==> config.mk <==
export PLATFORM = sky130hd
export DESIGN_NAME = qr_edge_vote_pd
export DESIGN_NICKNAME = d
export VERILOG_FILES = /design/src/rtl/pd_pkg.sv /design/src/rtl/pd_pair_vote.sv /design/src/rtl/pd_tally.sv /design/src/rtl/pd_decide.sv /design/src/rtl/qr_edge_vote_pd.sv
export SDC_FILE = /design/constraint.sdc
export NUM_CORES = 1
export LEC_CHECK = 0
export ABC_AREA = 1
export BUFFER_PORTS_ARGS = -buffer_cell sky130_fd_sc_hd__buf_2
export CORE_AREA = 2 2 41 43
export CTS_BUF_LIST = sky130_fd_sc_hd__clkbuf_4 sky130_fd_sc_hd__clkbuf_8
export CTS_CLUSTER_SIZE = 25
export DETAILED_ROUTE_END_ITERATION = 16
export DIE_AREA = 0 0 43 45
export GPL_TIMING_DRIVEN = 0
export PLACE_DENSITY = 0.95
export SLEW_MARGIN = 20
export SYNTH_ARGS = -nofsm -noshare
export SYNTH_HDL_FRONTEND = slang
export SYNTH_SLANG_ARGS = --single-unit
==> constraint.sdc <==
create_clock -name clk -period 5.45 [get_ports clk]
set_input_delay 0.2725 -clock clk [delete_from_list [all_inputs] [get_ports clk]]
set_output_delay 0.2725 -clock clk [all_outputs]
set_load 0.02 [all_outputs]
==> src/rtl/pd_pkg.sv <==
package pd_pkg;

  typedef enum logic [1:0] {
    PD_HOLD  = 2'b00,
    PD_EARLY = 2'b01,
    PD_LATE  = 2'b10
  } pd_dec_e;

  function automatic pd_dec_e pd_majority(input int unsigned n_early,
                                          input int unsigned n_late);
    if (n_early > n_late)      return PD_EARLY;
    else if (n_late > n_early) return PD_LATE;
    else                       return PD_HOLD;
  endfunction

endpackage

==> src/rtl/pd_pair_vote.sv <==
module pd_pair_vote (
  input  logic en,
  input  logic d_first,
  input  logic edge_s,
  input  logic d_second,
  output logic early_o,
  output logic late_o
);

  logic trans;

  always_comb begin
    trans   = en && (d_first != d_second);
    // edge agrees with the later bit; R4: edge agrees with the earlier bit
    late_o  = trans && (edge_s == d_second);
    early_o = trans && (edge_s == d_first);
  end

  // a pair never casts two votes
  always_comb begin
    a_r2_single_vote: assert ($onehot0({early_o, late_o}));
  end

endmodule

==> src/rtl/pd_tally.sv <==
module pd_tally #(
  parameter int LANES = 8,
  localparam int CW = $clog2(LANES + 1)
) (
  input  logic [LANES-1:0] early_v,
  input  logic [LANES-1:0] late_v,
  output logic [CW-1:0]    n_early,
  output logic [CW-1:0]    n_late
);

  always_comb begin
    n_early = '0;
    n_late  = '0;
    for (int i = 0; i < LANES; i++) begin
      n_early = n_early + CW'(early_v[i]);
      n_late  = n_late  + CW'(late_v[i]);
    end
  end

  // total votes never exceed the number of pairs
  always_comb begin
    a_r2_vote_bound: assert ((32'(n_early) + 32'(n_late)) <= 32'(LANES));
  end

endmodule

==> src/rtl/pd_decide.sv <==
module pd_decide #(
  parameter int CW = 4
) (
  input  logic          clk,
  input  logic          rst,
  input  logic [CW-1:0] n_early,
  input  logic [CW-1:0] n_late,
  output logic          early_o,
  output logic          late_o,
  output logic          hold_o
);
  import pd_pkg::*;

  pd_dec_e dec_q;

  always_ff @(posedge clk) begin
    if (rst) dec_q <= PD_HOLD;
    else     dec_q <= pd_majority(32'(n_early), 32'(n_late));
  end

  always_comb begin
    early_o = (dec_q == PD_EARLY);
    late_o  = (dec_q == PD_LATE);
    hold_o  = (dec_q == PD_HOLD);
  end

  a_r9_onehot: assert property (@(posedge clk) disable iff (rst)
    $countones({early_o, late_o, hold_o}) == 1);

  a_r10_reset_hold: assert property (@(posedge clk)
    rst |=> (hold_o && !early_o && !late_o));

  a_r7_early_wins: assert property (@(posedge clk) disable iff (rst)
    (n_early > n_late) |=> early_o);

  a_r7_late_wins: assert property (@(posedge clk) disable iff (rst)
    (n_late > n_early) |=> late_o);

  a_r8_tie_holds: assert property (@(posedge clk) disable iff (rst)
    (n_early == n_late) |=> hold_o);

endmodule

==> src/rtl/qr_edge_vote_pd.sv <==
module qr_edge_vote_pd #(
  parameter int LANES = 8
) (
  input  logic             clk,
  input  logic             rst,
  input  logic [LANES-1:0] data_i,
  input  logic [LANES-1:0] edge_i,
  output logic             early_o,
  output logic             late_o,
  output logic             hold_o
);

  localparam int CW = $clog2(LANES + 1);

  logic [LANES-1:0] early_v, late_v;
  logic [CW-1:0]    n_early, n_late;
  logic             carry_d, carry_e, carry_ok;

  // in-word pairs
  for (genvar i = 0; i < LANES - 1; i++) begin : g_lane
    pd_pair_vote u_pair (
      .en      (1'b1),
      .d_first (data_i[i]),
      .edge_s  (edge_i[i]),
      .d_second(data_i[i+1]),
      .early_o (early_v[i]),
      .late_o  (late_v[i])
    );
  end

  // pair spanning the word boundary uses held-over bits
  pd_pair_vote u_wrap (
    .en      (carry_ok),
    .d_first (carry_d),
    .edge_s  (carry_e),
    .d_second(data_i[0]),
    .early_o (early_v[LANES-1]),
    .late_o  (late_v[LANES-1])
  );

  always_ff @(posedge clk) begin
    if (rst) begin
      carry_d  <= 1'b0;
      carry_e  <= 1'b0;
      carry_ok <= 1'b0;
    end else begin
      carry_d  <= data_i[LANES-1];
      carry_e  <= edge_i[LANES-1];
      carry_ok <= 1'b1;
    end
  end

  // no boundary vote in the first word after reset
  a_r6_no_wrap_after_reset: assert property (@(posedge clk)
    rst |=> (!early_v[LANES-1] && !late_v[LANES-1]));

  // boundary vote follows the word that was sampled one edge earlier
  a_r5_wrap_late: assert property (@(posedge clk) disable iff (rst)
    (data_i[LANES-1] != edge_i[LANES-1]) |=>
      (($past(rst) || (data_i[0] == carry_d)) || late_v[LANES-1]));

  pd_tally #(.LANES(LANES)) u_tally (
    .early_v(early_v),
    .late_v (late_v),
    .n_early(n_early),
    .n_late (n_late)
  );

  pd_decide #(.CW(CW)) u_decide (
    .clk    (clk),
    .rst    (rst),
    .n_early(n_early),
    .n_late (n_late),
    .early_o(early_o),
    .late_o (late_o),
    .hold_o (hold_o)
  );

endmodule

==> impl_metrics.xml <==
<?xml version="1.0" encoding="UTF-8"?>
<metrics>
  <group name="yosys">
    <metric name="synthesis.instances" unit="">122</metric>
    <metric name="synth_enable_flop_cells" unit="">0</metric>
    <metric name="avgSynthCellArea" unit="um^2">6.769</metric>
    <metric name="flip_flop_and_latch_count_after_synthesis" unit="">5</metric>
    <metric name="most_common_cell_in_the_synthesized_netlist" unit="">inv_1</metric>
    <metric name="post_synth_instance_area" unit="um^2">825.8</metric>
    <metric name="primary_ff_master_synth" unit="">dfxtp_1</metric>
    <metric name="count_of_yosys_warnings_during_synthesis" unit="">0</metric>
    <metric name="synthesis.nets" unit="">158</metric>
    <metric name="yosysSeqAreaShare" unit="%">12.12</metric>
    <metric name="async_flop_share" unit="%">0</metric>
    <metric name="synth_area_leaders" unit="">fa_1 19%, ha_1 15%, inv_1 13%</metric>
    <metric name="synth_cell_types" unit="">16</metric>
    <metric name="ys_top_cells_by_count" unit="">28 x inv_1, 22 x nand2_1, 16 x a21oi_1</metric>
    <metric name="synthDominantCellAreaShare" unit="%">19.39</metric>
    <metric name="synth_top_area_cell" unit="">fa_1</metric>
  </group>
  <group name="placed_design">
    <metric name="post-dp-hpwl" unit="um">1554</metric>
    <metric name="io_port_bufs" unit="">20</metric>
    <metric name="dp_cells" unit="">158</metric>
    <metric name="routabilityCongestion" unit="">0.7471</metric>
    <metric name="place_worst_setup_slack" unit="ps">1616</metric>
  </group>
  <group name="sta">
    <metric name="layout_min_cycle_time" unit="ps">3622</metric>
    <metric name="max_slew_margin" unit="%">81.49</metric>
    <metric name="fin_max_slew_vios" unit="">0</metric>
    <metric name="min_period_over_period" unit="%">66.46</metric>
    <metric name="max_clock_freq" unit="MHz">276.1</metric>
    <metric name="grt_setup_unrepaired" unit="">no</metric>
    <metric name="fin_skew" unit="ps">9.024</metric>
    <metric name="worstMarginPinSlew" unit="ps">275.5</metric>
    <metric name="totalNegativeSetupSlack" unit="ps">0</metric>
    <metric name="timing.final.ws_setup" unit="ps">1828</metric>
    <metric name="setup-violations-final" unit="">0</metric>
    <metric name="worst_hold_slack" unit="ps">223.6</metric>
    <metric name="hold_violations" unit="">0</metric>
  </group>
  <group name="route">
    <metric name="detailedRoute.firstPassIterationCount" unit="">4</metric>
    <metric name="postRouteAntennaNets" unit="">0</metric>
    <metric name="routed-via-count" unit="">857</metric>
    <metric name="drcViolationCount" unit="">0</metric>
    <metric name="drt-wirelength-per-cell" unit="um">11.56</metric>
    <metric name="routed_wirelength" unit="um">1872</metric>
    <metric name="drt_first_iter_violations" unit="">35</metric>
    <metric name="avgViaCountPerCell" unit="">5.290</metric>
  </group>
  <group name="run_status">
    <metric name="status" unit="">complete, no violations</metric>
  </group>
  <group name="grt">
    <metric name="groute.usage.overall" unit="%">21.16</metric>
    <metric name="global_route.overflow_total" unit="">0</metric>
    <metric name="first_pass_grt_wire_length" unit="um">3008</metric>
    <metric name="vias_in_the_first_global_route" unit="">784</metric>
    <metric name="grt_start_max_net_pins" unit="">6</metric>
    <metric name="number_of_antenna_violations_at_the_first_check_in_global_routing" unit="">0</metric>
  </group>
  <group name="die">
    <metric name="fp.dieW" unit="um">43</metric>
    <metric name="core_region_area" unit="mm^2">0.001471</metric>
    <metric name="start_util" unit="%">56.12</metric>
    <metric name="floorplan.die.height" unit="um">45</metric>
    <metric name="rows" unit="">14</metric>
    <metric name="boundaryPins" unit="">21</metric>
    <metric name="fp.dieArea" unit="mm^2">0.001935</metric>
  </group>
  <group name="cells_and_area">
    <metric name="n_antenna_cell" unit="">0</metric>
    <metric name="final.fill_count" unit="">122</metric>
    <metric name="nets" unit="">183</metric>
    <metric name="area_growth_syn_to_layout" unit="%">18.18</metric>
    <metric name="drive_gt1_share" unit="%">19.18</metric>
    <metric name="final_cell_count_no_fill" unit="">162</metric>
  </group>
  <group name="worst_hold_path">
    <metric name="timing.hold.worst_path_depth" unit="">2</metric>
    <metric name="min_path_type" unit="">in2reg</metric>
  </group>
  <group name="setup_path">
    <metric name="reg2reg_setup_slack" unit="ps">2520</metric>
    <metric name="crit_fanout" unit="">5</metric>
    <metric name="cp_slowest_stage_delay" unit="ps">530</metric>
    <metric name="slowest_library_cell_on_the_worst_path" unit="">fa_1</metric>
    <metric name="worst-endpoint-required" unit="ps">5620</metric>
    <metric name="cp_cell_sequence" unit="">buf_2 &gt; inv_1 &gt; a21oi_1 &gt; a21oi_1 &gt; ha_1 &gt; inv_1 &gt; fa_1 &gt; inv_1 &gt; fa_1 &gt; fa_1 &gt; inv_1 &gt; fa_1 &gt; ha_1 &gt; nand2_1 &gt; nand2_1 &gt; nand2_1 &gt; a21oi_1</metric>
    <metric name="path_depth" unit="">17</metric>
    <metric name="critPathArrivalTime" unit="ps">3790</metric>
    <metric name="cp-end-kind" unit="">flip-flop</metric>
    <metric name="critPathKind" unit="">in2reg</metric>
    <metric name="worstRegToRegCells" unit="">13</metric>
    <metric name="crit_family" unit="">adder cells</metric>
    <metric name="critical_path.startpoint_type" unit="">input pin</metric>
    <metric name="worst-path-buf-inv" unit="">5</metric>
  </group>
  <group name="power_and_ir_drop">
    <metric name="power.total" unit="mW">0.2834</metric>
    <metric name="p_per_area" unit="mW/mm^2">290.4</metric>
    <metric name="cellLeakagePower" unit="nW">0.5846</metric>
    <metric name="ir_worst_vdd" unit="uV">191.3</metric>
  </group>
  <group name="clock_tree">
    <metric name="clk_latency" unit="ps">250</metric>
    <metric name="post_cts_buffers" unit="">0</metric>
    <metric name="hold_buffers" unit="">0</metric>
    <metric name="clockRootBuffer" unit="">clkbuf_4</metric>
    <metric name="h-tree-depth" unit="">1</metric>
    <metric name="cts-buffers-inserted" unit="">3</metric>
    <metric name="post_cts_resized" unit="">0</metric>
    <metric name="clock_sinks" unit="">5</metric>
    <metric name="clkSlewWorstSetupHoldPaths" unit="ps">50</metric>
    <metric name="clock_tree_from_tritoncts" unit="">done</metric>
    <metric name="max_buffers_root_to_sink" unit="">2</metric>
  </group>
  <group name="run">
    <metric name="drv_cap" unit="">0</metric>
  </group>
</metrics>
## sequential cells by signal, summed over array words and instances (netlist names)
signal,flops
carry_d,1
u_decide.dec_q,2
carry_ok,1
carry_e,1
## path summary, 6_finish.rpt
check,endpoint,start
min reg2reg,u_decide.dec_q[0]$_SDFF_PP0_,carry_ok$_DFF_P_
max reg2reg,u_decide.dec_q[1]$_SDFF_PP0_,carry_d$_SDFF_PP0_
min,carry_e$_SDFF_PP0_,rst
max,u_decide.dec_q[1]$_SDFF_PP0_,data_i[1]
## layout make-up
class	instances	area [um^2]	area share, %
Sequential cell	5	100.1	10.26
Timing Repair Buffer	20	100.1	10.26
Multi-Input combinational cell	88	616.8	63.21
Inverter	29	108.9	11.15
Clock buffer	4	30.03	3.077
Tap cell	16	20.02	2.051
## where the power goes
group / switching [mW] / internal, mW / total (mW)
Sequential: 0.00472 / 0.0441 / 0.0488
Clock: 0.0166 / 0.0327 / 0.0493
Combinational: 0.110 / 0.0749 / 0.185
## metal layers
metal | GRT usage, % | part of all wire (%)
met5 | 0 | 0
met4 | 10.91 | 2.2
met3 | 3.200 | 5.3
met2 | 43.94 | 56
met1 | 19.65 | 36
## placed cells by master, fill, tap and decap left out
master	count
clkbuf_4	4
xor2_1	2
nand3_1	4
nor2_1	15
nor3_2	1
a21oi_1	16
nor2_2	1
dfxtp_1	5
o21ai_0	6
buf_2	20
nand2_1	22
ha_1	10
xnor2_1	1
inv_2	1
inv_1	28
mux2_4	1
fa_1	8
nor3_1	1
## through the flow
stage	utilization, %	instance area, um^2
2_1_floorplan	-	825.8
3_3_place_gp	64.29	945.9
3_5_place_dp	64.29	945.9
4_1_cts	66.33	975.9
5_1_grt	66.33	975.9
6_report	66.33	975.9
## kinds of logic after synthesis
family,after synthesis,share of synthesized area (%)
AND/OR/NAND/NOR,44,21.82
XOR/XNOR,3,3.182
flip-flops,5,12.12
multiplexers,1,1.818
buffers and inverters,29,13.18
adder cells (fa/ha/maj),18,34.55
AO/OA/AOI/OAI,22,13.33
No activity file was read; power rests on OpenSTA's default activity.
